### src/rtl/effb_pkg.sv
package effb_pkg;
   typedef enum logic {
      EFFB_PLAIN  = 1'b0,
      EFFB_SIGNED = 1'b1
   } effb_mode_e;
endpackage

### src/rtl/effb_recoder.sv
module effb_recoder #(
   parameter int ACT_W       = 16,
   parameter bit IMPROVED_EN = 1'b1
) (
   input  logic             signed_mode,
   input  logic [ACT_W-1:0] act,
   output logic [ACT_W-1:0] pos_mask,
   output logic [ACT_W-1:0] neg_mask
);
   if (ACT_W < 2) begin : g_bad_width
      $error("effb_recoder: ACT_W must be at least 2");
   end

   if (IMPROVED_EN) begin : g_naf
      // floor(3x/2) = x + floor(x/2); NAF digit i is (+1) where this sum
      // has a 1 and x>>1 a 0, (-1) where x>>1 has a 1 and the sum a 0.
      logic [ACT_W-1:0] half;
      logic [ACT_W:0]   tri_half;
      logic [ACT_W:0]   naf_pos;
      logic [ACT_W-1:0] naf_neg;
      logic             spill;

      assign half     = {1'b0, act[ACT_W-1:1]};
      assign tri_half = {1'b0, act} + {1'b0, half};
      assign naf_pos  = tri_half & ~{1'b0, half};
      assign naf_neg  = half & ~tri_half[ACT_W-1:0];
      assign spill    = naf_pos[ACT_W];

      always_comb begin
         if (signed_mode && !spill) begin
            pos_mask = naf_pos[ACT_W-1:0];
            neg_mask = naf_neg;
         end else begin
            pos_mask = act;
            neg_mask = '0;
         end
      end
   end else begin : g_plain_only
      assign pos_mask = act;
      assign neg_mask = '0;
   end
endmodule

### src/rtl/effb_lsb_pick.sv
module effb_lsb_pick #(
   parameter int W  = 16,
   parameter int OW = $clog2(W)
) (
   input  logic [W-1:0]  mask,
   output logic [W-1:0]  onehot,
   output logic [OW-1:0] index
);
   if ((1 << OW) < W) begin : g_bad_ow
      $error("effb_lsb_pick: OW too narrow for W");
   end

   assign onehot = mask & (~mask + W'(1));

   always_comb begin
      index = '0;
      for (int i = 0; i < W; i++) begin
         if (onehot[i]) index = index | OW'(i);
      end
   end
endmodule

### src/rtl/effbit_term_gen.sv
module effbit_term_gen #(
   parameter int ACT_W       = 16,
   parameter int OFF_W       = $clog2(ACT_W),
   parameter bit IMPROVED_EN = 1'b1
) (
   input  logic             clk_i,
   input  logic             rst_ni,
   input  logic             mode_i,
   input  logic             act_valid_i,
   output logic             act_ready_o,
   input  logic [ACT_W-1:0] act_i,
   output logic             term_valid_o,
   input  logic             term_ready_i,
   output logic [OFF_W-1:0] term_off_o,
   output logic             term_neg_o,
   output logic             term_last_o,
   output logic             term_zero_o
);
   import effb_pkg::*;

   if (OFF_W != $clog2(ACT_W)) begin : g_bad_off
      $error("effbit_term_gen: OFF_W must equal clog2(ACT_W)");
   end

   effb_mode_e       mode_sel;
   logic [ACT_W-1:0] rec_pos, rec_neg;
   logic [ACT_W-1:0] pend_q, neg_q;
   logic             busy_q, zero_q;
   logic [ACT_W-1:0] pick_oh, remain;
   logic [OFF_W-1:0] pick_idx;
   logic             accept, fire, final_term;

   assign mode_sel = effb_mode_e'(mode_i);

   effb_recoder #(
      .ACT_W      (ACT_W),
      .IMPROVED_EN(IMPROVED_EN)
   ) u_recoder (
      .signed_mode(mode_sel == EFFB_SIGNED),
      .act        (act_i),
      .pos_mask   (rec_pos),
      .neg_mask   (rec_neg)
   );

   effb_lsb_pick #(
      .W (ACT_W),
      .OW(OFF_W)
   ) u_pick (
      .mask  (pend_q),
      .onehot(pick_oh),
      .index (pick_idx)
   );

   assign remain     = pend_q & ~pick_oh;
   assign final_term = zero_q | (remain == '0);
   assign accept     = act_valid_i & ~busy_q;
   assign fire       = busy_q & term_ready_i;

   assign act_ready_o  = ~busy_q;
   assign term_valid_o = busy_q;
   assign term_off_o   = busy_q ? pick_idx : '0;
   assign term_neg_o   = busy_q & |(neg_q & pick_oh);
   assign term_last_o  = busy_q & final_term;
   assign term_zero_o  = busy_q & zero_q;

   always_ff @(posedge clk_i or negedge rst_ni) begin
      if (!rst_ni) begin
         busy_q <= 1'b0;
         zero_q <= 1'b0;
         pend_q <= '0;
         neg_q  <= '0;
      end else if (accept) begin
         busy_q <= 1'b1;
         zero_q <= (act_i == '0);
         pend_q <= rec_pos | rec_neg;
         neg_q  <= rec_neg;
      end else if (fire) begin
         pend_q <= remain;
         if (final_term) begin
            busy_q <= 1'b0;
            zero_q <= 1'b0;
         end
      end
   end
endmodule

### config.mk
export PLATFORM = sky130hd
export DESIGN_NAME = effbit_term_gen
export DESIGN_NICKNAME = d
export VERILOG_FILES = /design/src/rtl/effb_pkg.sv /design/src/rtl/effb_recoder.sv /design/src/rtl/effb_lsb_pick.sv /design/src/rtl/effbit_term_gen.sv
export SDC_FILE = /design/constraint.sdc
export NUM_CORES = 1
export LEC_CHECK = 0
export BUFFER_PORTS_ARGS = -buffer_cell sky130_fd_sc_hd__buf_2
export CAP_MARGIN = 0
export CORE_MARGIN = 2
export CORE_UTILIZATION = 59
export DETAILED_ROUTE_END_ITERATION = 10
export GPL_TIMING_DRIVEN = 0
export PLACE_DENSITY = 0.87
export SYNTH_ARGS = -nofsm -noshare
export SYNTH_HDL_FRONTEND = slang
export SYNTH_SLANG_ARGS = --single-unit
### constraint.sdc
create_clock -name clk_i -period 4.95 [get_ports clk_i]
set_input_delay 0 -clock clk_i [delete_from_list [all_inputs] [get_ports clk_i]]
set_output_delay 0 -clock clk_i [all_outputs]
set_load 0.01 [all_outputs]
# == Word-level counts from Yosys, hierarchy flattened ==
# Cells that the tools add are included.
# op_classes
n_mux,24
n_bitwise,17
add_sub_neg,2
reduce_logical,8
# op_table
op,n
16-bit two-way mux,4
16-bit bitwise AND,3
16-bit NOT,3
4-bit two-way mux,9
16-bit logical NOT,2
16-bit by 15-bit adder with 17-bit output,1
17-bit bitwise AND,1
15-bit NOT with 17-bit output,1
16-bit by 1-bit adder with 16-bit output (second input constant),1
15-bit by 16-bit bitwise AND with 16-bit output,1
16-bit bitwise OR,1
16-bit OR reduction,1
3-bit two-way mux,4
1-bit bitwise AND,5
1-bit two-way mux,5
2-bit two-way mux,2
2-bit nonzero test,2
2-bit AND reduction,1
1-bit logical AND,1
1-bit logical NOT,1
1-bit NOT,1
1-bit bitwise OR,1
# totals
elab_cells,55
inputBits,21
register_bits,34
out_inout_bits,9

# == Longest topological paths before layout ==
# depth
depth_word,19
depth_mapped,11
mapped_depth_nobuf,9

# == Cells and area by module ==
# A second synthesis with hierarchy kept.
# hier_totals
cells_unflattened,382
hier_area_um2,3136.8
# modules_own_cells
mod,area_each_um2,seq_area_each_um2,instances,cells_per_inst
effbit_term_gen,1694.1,850.8,1,169
effb_recoder,1117.3,0.0,1,159
effb_lsb_pick,325.3,0.0,1,54

# == Worst setup path before layout ==
# Ideal clock, no wire load.
# synth_path
path_kind,input -> register
startpoint,input act_i[1]
endpoint,register pend_q[15]
setup_time_ns,0.069
stages,10
t_arrival_ns,2.035
t_required_ns,4.881
n_path_buf,1
slack_ns,2.845
cell_sequence,and2_4 > fa_1 > a21oi_1 > o21ai_0 > nand4_1 > a31oi_2 > or2_1 > buf_2 > or4_1 > nand3_1
# synth_via
elab_chain_cells,7
elab_cells_between_ends,10
cone_classes,1 x add/sub; 3 x mux; 4 x bitwise; 2 x reduce/logical
# synth_lines
item,line,source
start: declaration,effbit_term_gen.sv:11,"input logic [ACT_W-1:0] act_i,"
16-bit by 15-bit adder with 17-bit output *,effb_recoder.sv:24,"assign tri_half = {1'b0, act} + {1'b0, half};"
17-bit bitwise AND,effb_recoder.sv:25,"assign naf_pos = tri_half & ~{1'b0, half};"
1-bit logical NOT,effb_recoder.sv:30,if (signed_mode && !spill) begin
1-bit logical AND,effb_recoder.sv:30,
16-bit two-way mux,effb_recoder.sv:30,
16-bit bitwise OR *,effbit_term_gen.sv:75,pend_q <= rec_pos | rec_neg;
16-bit two-way mux *,effbit_term_gen.sv:72,end else if (accept) begin
end signal: assignment,effbit_term_gen.sv:75,
end signal: assignment,effbit_term_gen.sv:78,pend_q <= remain;
end: declaration,effbit_term_gen.sv:27,"logic [ACT_W-1:0] pend_q, neg_q;"
# Every way passes the cells marked *; elsewhere a longest branch is shown, timed or not.
# A chain may end at the register's enable or synchronous reset.

# == Worst setup path after layout ==
# layout_path
startpoint,input act_i[0]
endpoint,register pend_q[15]
# The elaborated chain is that of the path after synthesis.

==> impl_metrics.json <==
{
  "synthCells": 376,
  "synth.largest_area_cell": "dfrtp_1",
  "row_count": 26,
  "synth_area_leaders": "dfrtp_1 (27%), ha_1 (9.4%), a21oi_1 (5.9%)",
  "syn_avg_cell_area_um2": 8.17,
  "vdd_drop_max_mv": 0.301,
  "place_area_um2": 3310,
  "syn_area_um2": 3070,
  "globalplace.congestion": 0.917,
  "yosysSeqAreaShare": 0.269,
  "drt_iter0_markers": 172,
  "startpoint_type": "input pin",
  "max_stage_delay_ps": 530,
  "clk_latency_ps": 290,
  "maxSlewHeadroom": 0.531,
  "end_kind": "register",
  "track_usage": 0.270,
  "port_buffers": 29,
  "antenna_found_initial": 0,
  "area_delta_synth_final_pct": 11.0,
  "dp_hpwl_mm": 5.92,
  "fillerInstances": 417,
  "slew_viol_final": 0,
  "htreeDepth": 2,
  "final_hold_viol_count": 0,
  "drt-total-wl_mm": 7.66,
  "yosysTopAreaCellShare": 0.269,
  "cts_buffers": 5,
  "antenna_cells": 0,
  "leakage_nw": 1.51,
  "max_cap_violations": 0,
  "drt_first_pass_iters": 5,
  "die_x_um": 76.2,
  "required_ps": 5170,
  "start_util": 0.606,
  "cts_tree": "built",
  "max_freq_mhz": 355,
  "grt_pass1_vias": 2754,
  "synth_edf_count": 0,
  "post_cts_buffers": 0,
  "finalCritPeriodShare": 0.570,
  "coreArea_um2": 5070,
  "clock-sinks": 33,
  "route.antenna.remaining_nets": 0,
  "dp_slack_ps": 2360,
  "cts_buffer_depth": 2,
  "vias": 3003,
  "grt_busiest_layer": "met2",
  "crit_type": "in -> reg",
  "ys.flop_type": "dfrtp_1",
  "overflow": 0,
  "yosys.cell_count.top_type": "nand2_1",
  "yosysWarnings": 0,
  "design_area_um2": 3410,
  "crit_path_max_fanout": 10,
  "die_h_um": 76.2,
  "gr-usage-met2": 0.442,
  "skew_ps": 7.20,
  "drc": 0,
  "rsz0062_at_grt": "no",
  "syn_nets": 421,
  "grt_max_degree": 34,
  "crit_top_cell": "buf_2",
  "ys_ff_latch": 33,
  "critical-path-slowest-cell": "dlygate4sd3_1",
  "yosys-top-cells-count": "nand2_1 (41), a21oi_1 (36), dfrtp_1 (33)",
  "drive_above_1_share": 0.137,
  "synth_cell_types": 65,
  "die-area_um2": 5800,
  "setup-tns-final_ps": 0,
  "grt_use_met1": 0.363,
  "layout_setup_ws_ps": 2130,
  "p_per_area_nw_per_um2": 412,
  "setup_viol": 0,
  "viasPerCell": 6.19,
  "grt_pass1_wl_mm": 12.8,
  "met3_usage": 0.0249,
  "hold_path.class": "in -> reg",
  "wl_per_cell_um": 15.8,
  "status": "complete, no violations",
  "arrival_ps": 3040,
  "root_buffer": "clkbuf_8",
  "clk_pin_slew_ps": 70,
  "fin_crit_ps": 2820,
  "path_cells": "dlygate4sd3_1 -> buf_2 -> and2_4 -> fa_1 -> a21oi_1 -> o21ai_0 -> nand4_1 -> a31oi_2 -> or2_1 -> buf_2 -> or4_1 -> nand3_1",
  "pin_count": 30,
  "worst_pin_slew_ps": 703,
  "final_net_count": 459,
  "async_reset_ff_frac": 1.00
}
worst max-delay path: cells and delay by family:
kind | cells | cell delay [ps]
adders and majority gates | 1 | 400
and+or+nand+nor | 5 | 1210
AOI/OAI and AO/OA | 3 | 560
buffers and inverters | 3 | 860
flip-flops by register name, indices dropped and copies added (netlist names):
name          flops
zero_q            1
neg_q            15
pend_q           16
term_valid_o      1
path summary, 6_finish.rpt:
check | slack, ps | cells past startpoint | end | from
max reg2reg | 2470 | 8 | pend_q[12]$_DFFE_PN0P_ | pend_q[0]$_DFFE_PN0P_
max in group asynchronous | 4200 | 2 | pend_q[15]$_DFFE_PN0P_ | rst_ni
min in group asynchronous | 290 | 2 | neg_q[2]$_DFFE_PN0P_ | rst_ni
min reg2reg | 490 | 2 | neg_q[13]$_DFFE_PN0P_ | neg_q[13]$_DFFE_PN0P_
min | 20 | 3 | neg_q[2]$_DFFE_PN0P_ | act_i[3]
max | 2130 | 12 | pend_q[15]$_DFFE_PN0P_ | act_i[0]
logic make-up (layout without fill, tap and decap cells):
| logic type | after synthesis | count (layout) | synth area share |
|---|---|---|---|
| compound gates | 133 | 133 | 0.299 |
| buf+inv | 40 | 79 | 0.0501 |
| xor+xnor | 24 | 24 | 0.0729 |
| fa+ha+maj | 26 | 26 | 0.107 |
| flops | 33 | 33 | 0.269 |
| mux | 1 | 1 | 0.00326 |
| simple gates | 119 | 119 | 0.200 |
cell type report:
class,count,area [um^2],area share
plain buffers,15,60.1,0.0176
clock inverters,3,17.5,0.00513
flip-flops and latches,33,826,0.242
multi-input cells,303,2090,0.613
inverters,25,93.8,0.0275
repair buffers,31,165,0.0484
clock buffers,5,68.8,0.0202
well taps,70,87.6,0.0257
cell usage in the layout (no fill, tap or decap), types with 3 or more instances in the layout:
master / n
a2111oi_4: 3
a21oi_1: 36
a31oi_1: 4
and3_1: 4
buf_2: 32
clkbuf_1: 11
clkbuf_8: 5
dfrtp_1: 33
ha_1: 23
inv_1: 25
nand2_1: 41
nand3_1: 16
nand3b_1: 4
nor2_1: 22
nor3_1: 4
o211ai_1: 8
o21a_1: 6
o21ai_0: 32
o21bai_1: 5
o31ai_1: 11
o41ai_1: 4
or2_2: 3
or3_1: 4
or4_1: 4
xnor2_1: 19
xor2_1: 4
power breakdown:
part / internal (mW) / switching [mW]
logic: 0.316 / 0.459
clock network: 0.0969 / 0.103
registers: 0.352 / 0.0798
total: 0.765 / 0.642
metrics by stage:
stage | std cells | power [mW] | hold WS, ps | utilization
after CTS | 485 | 1.39 | 17.2 | 0.672
after floorplan | 376 | 0.981 | -296 | -
after global placement | 475 | 1.17 | 77.1 | 0.651
final | 485 | 1.41 | 22.8 | 0.672
after detailed placement | 475 | 1.19 | 81.7 | 0.651
after global routing | 485 | 1.51 | 54.7 | 0.672
timing repair:
item                      CTS  global route
gates resized for setup     0             0
hold endpoints to repair   34             0
hold buffers                2             0
routing by layer:
metal	wire length, um	up-vias
li1	-	1456
met1	3490	1405
met2	3580	121
met3	365	21
met4	227	0
met5	0	-
Power figures use the tool's default switching activity.
